$ cat src/rtl/dacseq_pkg.sv
// Shared constants, state types and frame builder for the DAC update sequencer.
// Assumes a 24-bit frame of an 8-bit command byte followed by a 16-bit code.
package dacseq_pkg;
    localparam int FRAME_W = 24;
    localparam int CODE_W  = 16;
    localparam int CMD_W   = FRAME_W - CODE_W;

    typedef enum logic [1:0] {C_WAIT, C_IDLE, C_LOAD, C_XFER} ctrl_st_t;
    typedef enum logic [1:0] {S_IDLE, S_SHIFT, S_END, S_GAP} shift_st_t;

    localparam logic [FRAME_W-1:0] INIT_FRAME  = 24'h380001;
    localparam logic [FRAME_W-1:0] UPDATE_BOTH = 24'h0F0000;
    localparam logic [CMD_W-1:0]   LD_A_LONG   = 8'h00;
    localparam logic [CMD_W-1:0]   LD_B_LONG   = 8'h01;
    localparam logic [CMD_W-1:0]   LD_A_SHORT  = 8'hC0;
    localparam logic [CMD_W-1:0]   LD_B_SHORT  = 8'hD1;

    // Returns the frame for position idx of the current sequence.
    function automatic logic [FRAME_W-1:0] pick_frame(
        input logic              is_init,
        input logic              short_m,
        input logic [1:0]        idx,
        input logic [CODE_W-1:0] a,
        input logic [CODE_W-1:0] b
    );
        if (is_init) return INIT_FRAME;
        case (idx)
            2'd0:    return {(short_m ? LD_A_SHORT : LD_A_LONG), a};
            2'd1:    return {(short_m ? LD_B_SHORT : LD_B_LONG), b};
            default: return UPDATE_BOTH;
        endcase
    endfunction
endpackage

$ cat src/rtl/dacseq_tick.sv
// Half-period tick generator for the serial clock.
// Emits a one-cycle tick every HALF_DIV clocks while enabled; clears when disabled.
module dacseq_tick #(
    parameter int HALF_DIV = 2
) (
    input  logic clk,
    input  logic rst_n,
    input  logic en_i,
    output logic tick_o
);
    localparam int CW = (HALF_DIV > 1) ? $clog2(HALF_DIV) : 1;

    logic [CW-1:0] cnt;

    assign tick_o = en_i && (cnt == CW'(HALF_DIV - 1));

    // Count system clocks within one SCLK half period.
    always_ff @(posedge clk) begin
        if (!rst_n)                cnt <= '0;
        else if (!en_i || tick_o)  cnt <= '0;
        else                       cnt <= cnt + 1'b1;
    end
endmodule

$ cat src/rtl/dacseq_shifter.sv
// Serialises one 24-bit frame MSB first: SYNC_n low, 24 SCLK periods, SYNC_n high,
// then holds off GAP_CYC clocks before reporting completion on fdone_o.
// Assumes load_i is only raised while ready (idle).
module dacseq_shifter
    import dacseq_pkg::*;
#(
    parameter int GAP_CYC = 2
) (
    input  logic               clk,
    input  logic               rst_n,
    input  logic               load_i,
    input  logic [FRAME_W-1:0] frame_i,
    input  logic               tick_i,
    output logic               tick_en_o,
    output logic               fdone_o,
    output logic               sclk_o,
    output logic               sync_n_o,
    output logic               din_o
);
    localparam int BW = $clog2(FRAME_W);
    localparam int GW = $clog2(GAP_CYC + 1);

    shift_st_t          st;
    logic [FRAME_W-1:0] sr;
    logic [BW-1:0]      bcnt;
    logic [GW-1:0]      gcnt;

    assign tick_en_o = (st == S_SHIFT) || (st == S_END);

    // Frame state machine: shift on SCLK rise, count bits on SCLK fall, then gap.
    always_ff @(posedge clk) begin
        if (!rst_n) begin
            st       <= S_IDLE;
            sr       <= '0;
            bcnt     <= '0;
            gcnt     <= '0;
            sclk_o   <= 1'b0;
            sync_n_o <= 1'b1;
            din_o    <= 1'b0;
            fdone_o  <= 1'b0;
        end else begin
            fdone_o <= 1'b0;
            case (st)
                S_IDLE: if (load_i) begin
                    sr       <= frame_i;
                    bcnt     <= '0;
                    sclk_o   <= 1'b0;
                    sync_n_o <= 1'b0;
                    st       <= S_SHIFT;
                end
                S_SHIFT: if (tick_i) begin
                    if (!sclk_o) begin
                        sclk_o <= 1'b1;
                        din_o  <= sr[FRAME_W-1];
                        sr     <= {sr[FRAME_W-2:0], 1'b0};
                    end else begin
                        sclk_o <= 1'b0;
                        if (bcnt == BW'(FRAME_W - 1)) st <= S_END;
                        else                          bcnt <= bcnt + 1'b1;
                    end
                end
                S_END: if (tick_i) begin
                    sync_n_o <= 1'b1;
                    gcnt     <= '0;
                    st       <= S_GAP;
                end
                default: begin
                    if (gcnt == GW'(GAP_CYC - 1)) begin
                        fdone_o <= 1'b1;
                        st      <= S_IDLE;
                    end else begin
                        gcnt <= gcnt + 1'b1;
                    end
                end
            endcase
        end
    end
endmodule

$ cat src/rtl/dacseq_ctrl.sv
// Sequence controller: waits for the first start, sends the initialisation frame,
// then turns each accepted request into a two- or three-frame burst.
// Assumes fdone_i pulses once per frame loaded through load_o.
module dacseq_ctrl
    import dacseq_pkg::*;
(
    input  logic               clk,
    input  logic               rst_n,
    input  logic               start_i,
    input  logic               req_i,
    input  logic               short_i,
    input  logic [CODE_W-1:0]  code_a_i,
    input  logic [CODE_W-1:0]  code_b_i,
    input  logic               fdone_i,
    output logic               load_o,
    output logic [FRAME_W-1:0] frame_o,
    output logic               busy_o,
    output logic               done_o
);
    ctrl_st_t          st;
    logic              init_q;
    logic              short_q;
    logic [1:0]        idx;
    logic [1:0]        last_idx;
    logic [CODE_W-1:0] a_q;
    logic [CODE_W-1:0] b_q;

    assign last_idx = init_q ? 2'd0 : (short_q ? 2'd1 : 2'd2);
    assign load_o   = (st == C_LOAD);
    assign busy_o   = (st == C_LOAD) || (st == C_XFER);
    assign frame_o  = pick_frame(init_q, short_q, idx, a_q, b_q);

    // Sequence state: accept start/request, step through frames, pulse done.
    always_ff @(posedge clk) begin
        if (!rst_n) begin
            st      <= C_WAIT;
            init_q  <= 1'b0;
            short_q <= 1'b0;
            idx     <= '0;
            a_q     <= '0;
            b_q     <= '0;
            done_o  <= 1'b0;
        end else begin
            done_o <= 1'b0;
            case (st)
                C_WAIT: if (start_i) begin
                    init_q <= 1'b1;
                    idx    <= '0;
                    st     <= C_LOAD;
                end
                C_IDLE: if (req_i) begin
                    init_q  <= 1'b0;
                    short_q <= short_i;
                    a_q     <= code_a_i;
                    b_q     <= code_b_i;
                    idx     <= '0;
                    st      <= C_LOAD;
                end
                C_LOAD: st <= C_XFER;
                default: if (fdone_i) begin
                    if (idx == last_idx) begin
                        done_o <= 1'b1;
                        st     <= C_IDLE;
                    end else begin
                        idx <= idx + 1'b1;
                        st  <= C_LOAD;
                    end
                end
            endcase
        end
    end
endmodule

$ cat src/rtl/dac_pair_sequencer.sv
// Top level: drives a two-channel serial DAC so both outputs change together.
// The hardware load strobe stays inactive; outputs are released by command only.
module dac_pair_sequencer
    import dacseq_pkg::*;
#(
    parameter int HALF_DIV = 2,
    parameter int GAP_CYC  = 2
) (
    input  logic              clk,
    input  logic              rst_n,
    input  logic              start_i,
    input  logic              upd_req_i,
    input  logic              short_mode_i,
    input  logic [CODE_W-1:0] code_a_i,
    input  logic [CODE_W-1:0] code_b_i,
    output logic              sclk_o,
    output logic              sync_n_o,
    output logic              din_o,
    output logic              ldac_n_o,
    output logic              busy_o,
    output logic              done_o
);
    logic               load;
    logic [FRAME_W-1:0] frame;
    logic               fdone;
    logic               tick;
    logic               tick_en;

    assign ldac_n_o = 1'b1;

    dacseq_ctrl u_ctrl (
        .clk      (clk),
        .rst_n    (rst_n),
        .start_i  (start_i),
        .req_i    (upd_req_i),
        .short_i  (short_mode_i),
        .code_a_i (code_a_i),
        .code_b_i (code_b_i),
        .fdone_i  (fdone),
        .load_o   (load),
        .frame_o  (frame),
        .busy_o   (busy_o),
        .done_o   (done_o)
    );

    dacseq_tick #(.HALF_DIV(HALF_DIV)) u_tick (
        .clk    (clk),
        .rst_n  (rst_n),
        .en_i   (tick_en),
        .tick_o (tick)
    );

    dacseq_shifter #(.GAP_CYC(GAP_CYC)) u_shift (
        .clk       (clk),
        .rst_n     (rst_n),
        .load_i    (load),
        .frame_i   (frame),
        .tick_i    (tick),
        .tick_en_o (tick_en),
        .fdone_o   (fdone),
        .sclk_o    (sclk_o),
        .sync_n_o  (sync_n_o),
        .din_o     (din_o)
    );
endmodule

$ cat config.mk
export PLATFORM = sky130hd
export DESIGN_NAME = dac_pair_sequencer
export DESIGN_NICKNAME = d
export VERILOG_FILES = /design/src/rtl/dacseq_pkg.sv /design/src/rtl/dacseq_tick.sv /design/src/rtl/dacseq_shifter.sv /design/src/rtl/dacseq_ctrl.sv /design/src/rtl/dac_pair_sequencer.sv
export SDC_FILE = /design/constraint.sdc
export NUM_CORES = 1
export LEC_CHECK = 0
export ABC_AREA = 1
export BUFFER_PORTS_ARGS = -buffer_cell sky130_fd_sc_hd__buf_2
export CAP_MARGIN = 10
export CORE_MARGIN = 1
export CORE_UTILIZATION = 46
export CTS_CLUSTER_SIZE = 25
export DETAILED_ROUTE_END_ITERATION = 8
export PLACE_DENSITY = 0.65
export SYNTH_ARGS = -nofsm -noshare
export SYNTH_HDL_FRONTEND = slang
export SYNTH_HIERARCHICAL = 1
export SYNTH_SLANG_ARGS = --single-unit
$ cat constraint.sdc
create_clock -name clk -period 2.4 [get_ports clk]
set_input_delay 0.6 -clock clk [delete_from_list [all_inputs] [get_ports clk]]
set_output_delay 0.6 -clock clk [all_outputs]
set_load 0.01 [all_outputs]
### Word-level counts from Yosys, hierarchy flattened

Index checks and enable logic that the tools add are counted.

* register bits: 77
* word-level logic and storage cells: 122

* add/sub/neg operators: 4
* equal/unequal tests: 20
* multiplexer cells: 48
* bitwise gates (word level): 5
* reduce and logical (&&, ||, !) cells: 29

Operator list (count)
* 24-bit 2-to-1 mux: 5
* 24-bit one-hot mux with 2 select lines: 2
* 2-bit 2-to-1 mux: 18
* 5-bit 2-to-1 mux: 4
* 2-bit one-hot mux with 3 select lines: 3
* 3-bit AND reduction: 6
* 8-bit 2-to-1 mux: 2
* 2-bit inequality test, second input constant: 8
* 5-bit one-hot mux with 2 select lines: 1
* 5-bit AND reduction: 2
* 1-bit 2-to-1 mux: 9
* 2-bit by 1-bit == test with 1-bit output, second input constant: 4
* 4-bit nonzero test: 2
* 2-bit == test, second input constant: 3
* 2-bit logical NOT: 3
* 1-bit one-hot mux with 2 select lines: 3
* 6-bit AND reduction: 1
* 2-bit nonzero test: 3
* 5-bit by 1-bit adder with 5-bit output, second input constant: 1
* 5-bit == test, second input constant: 1
* 1-bit NOT: 5
* 5-bit OR reduction: 1
* 2-bit by 1-bit adder with 2-bit output, second input constant: 2
* 2-bit by 1-bit inequality test with 1-bit output, second input constant: 2
* 12 further kinds: 15

### Depth between registers and ports, before layout

* word-level depth: 6
* depth in mapped cells: 13
* depth with buffers taken out: 12

### By module

Netlist, hierarchy kept.

By module, submodules not included
* dacseq_shifter: instances 1, cells each 298, area each 1920.6 um^2, sequential area each 740.7 um^2
* dacseq_ctrl: instances 1, cells each 273, area each 1905.6 um^2, sequential area each 780.7 um^2
* dacseq_tick: instances 1, cells each 5, area each 37.5 um^2, sequential area each 20.0 um^2
* dac_pair_sequencer: instances 1, cells each 2, area each 11.3 um^2, sequential area each 0.0 um^2

### Least setup slack after synthesis

OpenSTA, ideal clock, no wires.

* path type: register to register
* start: register u_shift.st[0]
* end: register u_shift.sr[20]
* data arrival time: 1541 ps
* data required time: 2284 ps
* setup slack: 744 ps
* cell stages (with the launch flop): 13
* path buffers: 1
* path through: dfxtp_1 > inv_1 > ha_1 > nand2_1 > inv_1 > inv_2 > nand2_1 > nand2_2 > nor2_4 > nand2_4 > buf_6 > o21ai_0 > nor2_1

* longest elaborated chain between the ends: 5
* elaborated cells on any way between the ends: 11

RTL lines
* from (decl): line dacseq_shifter.sv:23 `shift_st_t st;`
* from (signal assigned): line dacseq_shifter.sv:33 `st <= S_IDLE;`
* from (signal assigned): line dacseq_shifter.sv:49 `st <= S_SHIFT;`
* from (signal assigned): line dacseq_shifter.sv:58 `if (bcnt == BW'(FRAME_W - 1)) st <= S_END;`
* 2-bit by 1-bit == test with 1-bit output / 2-bit == test (equally long branches): line dacseq_shifter.sv:28 `assign tick_en_o = (st == S_SHIFT) || (st == S_END);`
* 1-bit logical OR (*): line dacseq_shifter.sv:28
* via tick_en: line dac_pair_sequencer.sv:27 `logic tick_en;`
* 1-bit logical AND (*): line dacseq_tick.sv:15 `assign tick_o = en_i && (cnt == CW'(HALF_DIV - 1));`
* via tick: line dac_pair_sequencer.sv:26 `logic tick;`
* 2-bit inequality test (no line) (*)
* 4-bit AND reduction (no line) (*)
* to (signal assigned): line dacseq_shifter.sv:45 `sr <= frame_i;`
* to (signal assigned): line dacseq_shifter.sv:55 `sr <= {sr[FRAME_W-2:0], 1'b0};`
* to (decl): line dacseq_shifter.sv:24 `logic [FRAME_W-1:0] sr;`

Mark *: on every way through the listed nets, which the timed path passes. The rest lies on a longest branch.
A chain may end at the register's enable or synchronous reset.

### Final worst setup path

* start: register u_ctrl.st[0]
* end: output busy_o

* longest elaborated chain between the ends: 2
* elaborated cells on any way between the ends: 3

RTL lines
* from (decl): line dacseq_ctrl.sv:20 `ctrl_st_t st;`
* from (signal assigned): line dacseq_ctrl.sv:36 `st <= C_WAIT;`
* from (signal assigned): line dacseq_ctrl.sv:49 `st <= C_LOAD;`
* from (signal assigned): line dacseq_ctrl.sv:57 `st <= C_LOAD;`
* 2-bit == test
* via load: line dac_pair_sequencer.sv:23 `logic load;`
* 1-bit logical OR: line dacseq_ctrl.sv:30 `assign busy_o = (st == C_LOAD) || (st == C_XFER);`
* to (decl): line dac_pair_sequencer.sv:20 `output logic busy_o,`

The timed path passes the listed nets, and every way through them passes these cells.

==> results.sh <==
export IMPL_fill_cells=870
export IMPL_grt_max_degree=69
export IMPL_final_hold_viol_count=0
export IMPL_synth_edff_count=0
export IMPL_yosys_area_top_type="dfxtp_1"
export IMPL_total_power_mw=5.69
export IMPL_path_class="reg2out"
export IMPL_drt_vias_per_instance=4.92
export IMPL_avgSynthCellArea_sq_um=6.70
export IMPL_worst_path_max_fanout=5
export IMPL_sw_frac_of_total_pct=43.9
export IMPL_combPwrFrac_pct=46.4
export IMPL_period_share_pct=89.1
export IMPL_die_w_um=93.8
export IMPL_initial_core_util_pct=47.4
export IMPL_diodes=0
export IMPL_cts_resized=0
export IMPL_num_vias=3519
export IMPL_startpoint="u_ctrl/st[0]"
export IMPL_critical_path_arrival_ps=1540
export IMPL_nets=654
export IMPL_pin_count=43
export IMPL_cts_htree_levels=3
export IMPL_synth_cells=578
export IMPL_crit_required_ps=1800
export IMPL_rsz0062_at_grt="no"
export IMPL_p_clk_share_pct=19.8
export IMPL_grt_pass1_vias=3240
export IMPL_seqPwrFrac_pct=33.8
export IMPL_p_per_area_mw_per_mm2=1330
export IMPL_yosys_warnings=6
export IMPL_p_int_mw=3.20
export IMPL_clock_skew_ps=13.2
export IMPL_synth_distinct_cells=33
export IMPL_wl_per_cell_um=11.6
export IMPL_finalSetupViolations=0
export IMPL_drc=0
export IMPL_post_dp_cell_area_sq_mm=0.00404
export IMPL_worst_slack_ps=262
export IMPL_seq_area_frac_synth_pct=39.8
export IMPL_async_flop_share_pct=0
export IMPL_synth_top_area_share_pct=39.8
export IMPL_dp_slack_ps=458
export IMPL_outcome="completed"
export IMPL_multi_input_area_sq_mm=0.00197
export IMPL_grt_overflow=0
export IMPL_cts_hold_fix_buffers=0
export IMPL_synth_ff_type="dfxtp_1"
export IMPL_register_area_sq_mm=0.00154
export IMPL_post_cts_repair_setup_buffers=0
export IMPL_fmax_ghz=0.468
export IMPL_fin_area_sq_mm=0.00427
export IMPL_wirelength_um=8280
export IMPL_vdd_drop_max_mv=0.548
export IMPL_die_height_um=93.8
export IMPL_numCtsBuffers=9
export IMPL_gp_congestion=0.795
export IMPL_dp_hpwl_um=5600
export IMPL_drt_iter0_drc=131
export IMPL_cts_tree="built"
export IMPL_root_buffer="clkbuf_8"
export IMPL_synthTopCellsByCount="nand2_1, nor2_1, dfxtp_1"
export IMPL_dr_pass1_iters=4
export IMPL_slew_violations=0
export IMPL_synth_seq_cells=77
export IMPL_grt_antenna_before_repair=0
export IMPL_holdCritStartpoint="u_tick/cnt"
export IMPL_io_buffers=41
export IMPL_hold_path_class="reg2reg"
export IMPL_maxCapViolations=0
export IMPL_synthTopCellsByArea="dfxtp_1, nand2_1, nor2_1, o21ai_0, ha_1"
export IMPL_grt_pass1_wl_um=14300
export IMPL_p_leak_nw=1.91
export IMPL_start_kind="register"
export IMPL_core_region_area_sq_mm=0.00818
export IMPL_period_needed_ps=2140
export IMPL_cp_end_kind="output pin"
export IMPL_clock_path_buffers=2
export IMPL_ant_nets=0
export IMPL_rows=33
export IMPL_synth_most_common_cell="nand2_1"
export IMPL_grt_util_all_layers_pct=20.5
export IMPL_fin_tns_setup_ps=0
export IMPL_area_growth_pct=10.3
export IMPL_cts_sinks=77
export IMPL_drive_gt1_share_pct=14.6
export IMPL_holdWs_ps=443
export IMPL_tightest_slew_ps=567
export IMPL_reg2reg_from="u_shift/st[0]"
export IMPL_clkLatencyLatePin_ps=350
export IMPL_switchingPower_mw=2.50
export IMPL_max_slew_margin_pct=62.2
export IMPL_dieArea_sq_mm=0.00879
export IMPL_syn_area_sq_mm=0.00387
export IMPL_clkTransAtPathRegs_ps=80
export IMPL_syn_nets=627
==> power by group through the flow <==
stage,logic (mW),registers [mW],clock network [mW]
5_1_grt,3.06,1.97,1.22
3_5_place_dp,2.63,1.94,0
6_report,2.64,1.92,1.13
4_1_cts,2.64,1.92,1.16
2_1_floorplan,2.36,1.88,0
3_3_place_gp,2.58,1.93,0
==> per-stage QoR <==
| step | utilization, % | instances |
|---|---|---|
| 2_1_floorplan | - | 578 |
| 3_3_place_gp | 49.4 | 699 |
| 5_1_grt | 52.3 | 715 |
| 4_1_cts | 52.3 | 715 |
| 3_5_place_dp | 49.4 | 699 |
| 6_report | 52.3 | 715 |
==> cells in the final DEF (no fill, tap or decap), drive strengths merged <==
master / count
ha: 12
a221o: 1
nand4: 2
nand3: 18
clkinv: 5
nor2: 143
conb: 1
inv: 33
or2: 1
bufinv: 2
nor4: 2
o21ai: 63
clkbuf: 11
dfxtp: 77
xor2: 1
nor3: 2
a21oi: 29
buf: 48
nand2: 159
==> worst paths after layout <==
kind               endpoint  slack [ps]  cells past startpoint
min              u_tick/cnt         440                      1
min reg2reg      u_tick/cnt         440                      1
max                  busy_o         260                      4
max reg2reg  u_shift/sr[18]         410                     12
==> critical path, stage by stage (launching register included) <==
cell,delay [ps]
dfxtp_1,360
inv_1,100
ha_1,290
or2_2,310
buf_2,140
==> final cells by class <==
type	count	area share (%)
Clock buffer	11	3.54
Timing Repair Buffer	48	6.03
Inverter	35	3.22
Tap cell	105	3.07
Multi-Input combinational cell	434	46.1
Clock inverter	5	1.93
Sequential cell	77	36.1
==> layer usage <==
layer	wire, um	global-route usage, %	up-vias
met5	0	0	-
met4	157	8.72	0
met3	292	4.69	14
met1	4180	26.6	1574
li1	-	-	1860
met2	3650	32.4	71
==> flip-flops by register name (all words and copies together), names as in the netlist <==
name,flops
u_ctrl/b_q,16
u_ctrl/short_q,1
u_ctrl/init_q,1
u_shift/fdone_o,1
u_ctrl/done_o,1
u_shift/sr,24
u_shift/sync_n_o,1
u_shift/bcnt,5
u_tick/cnt,1
u_shift/st,2
u_shift/din_o,1
u_shift/sclk_o,1
u_ctrl/a_q,16
u_ctrl/idx,2
u_shift/gcnt,2
u_ctrl/st,2
==> kinds of logic (layout without fill, tap and decap cells) <==
kind of cell / count (synthesis) / in the layout / synth area share [%]
xor+xnor: 1 / 1 / 0.226
other cells: 1 / 1 / 0.0968
flops: 77 / 77 / 39.8
buf+inv: 67 / 99 / 9.33
compound gates: 93 / 93 / 12.6
fa+ha+maj: 12 / 12 / 3.87
simple gates: 327 / 327 / 34.1
(Power assumes the default switching activity.)
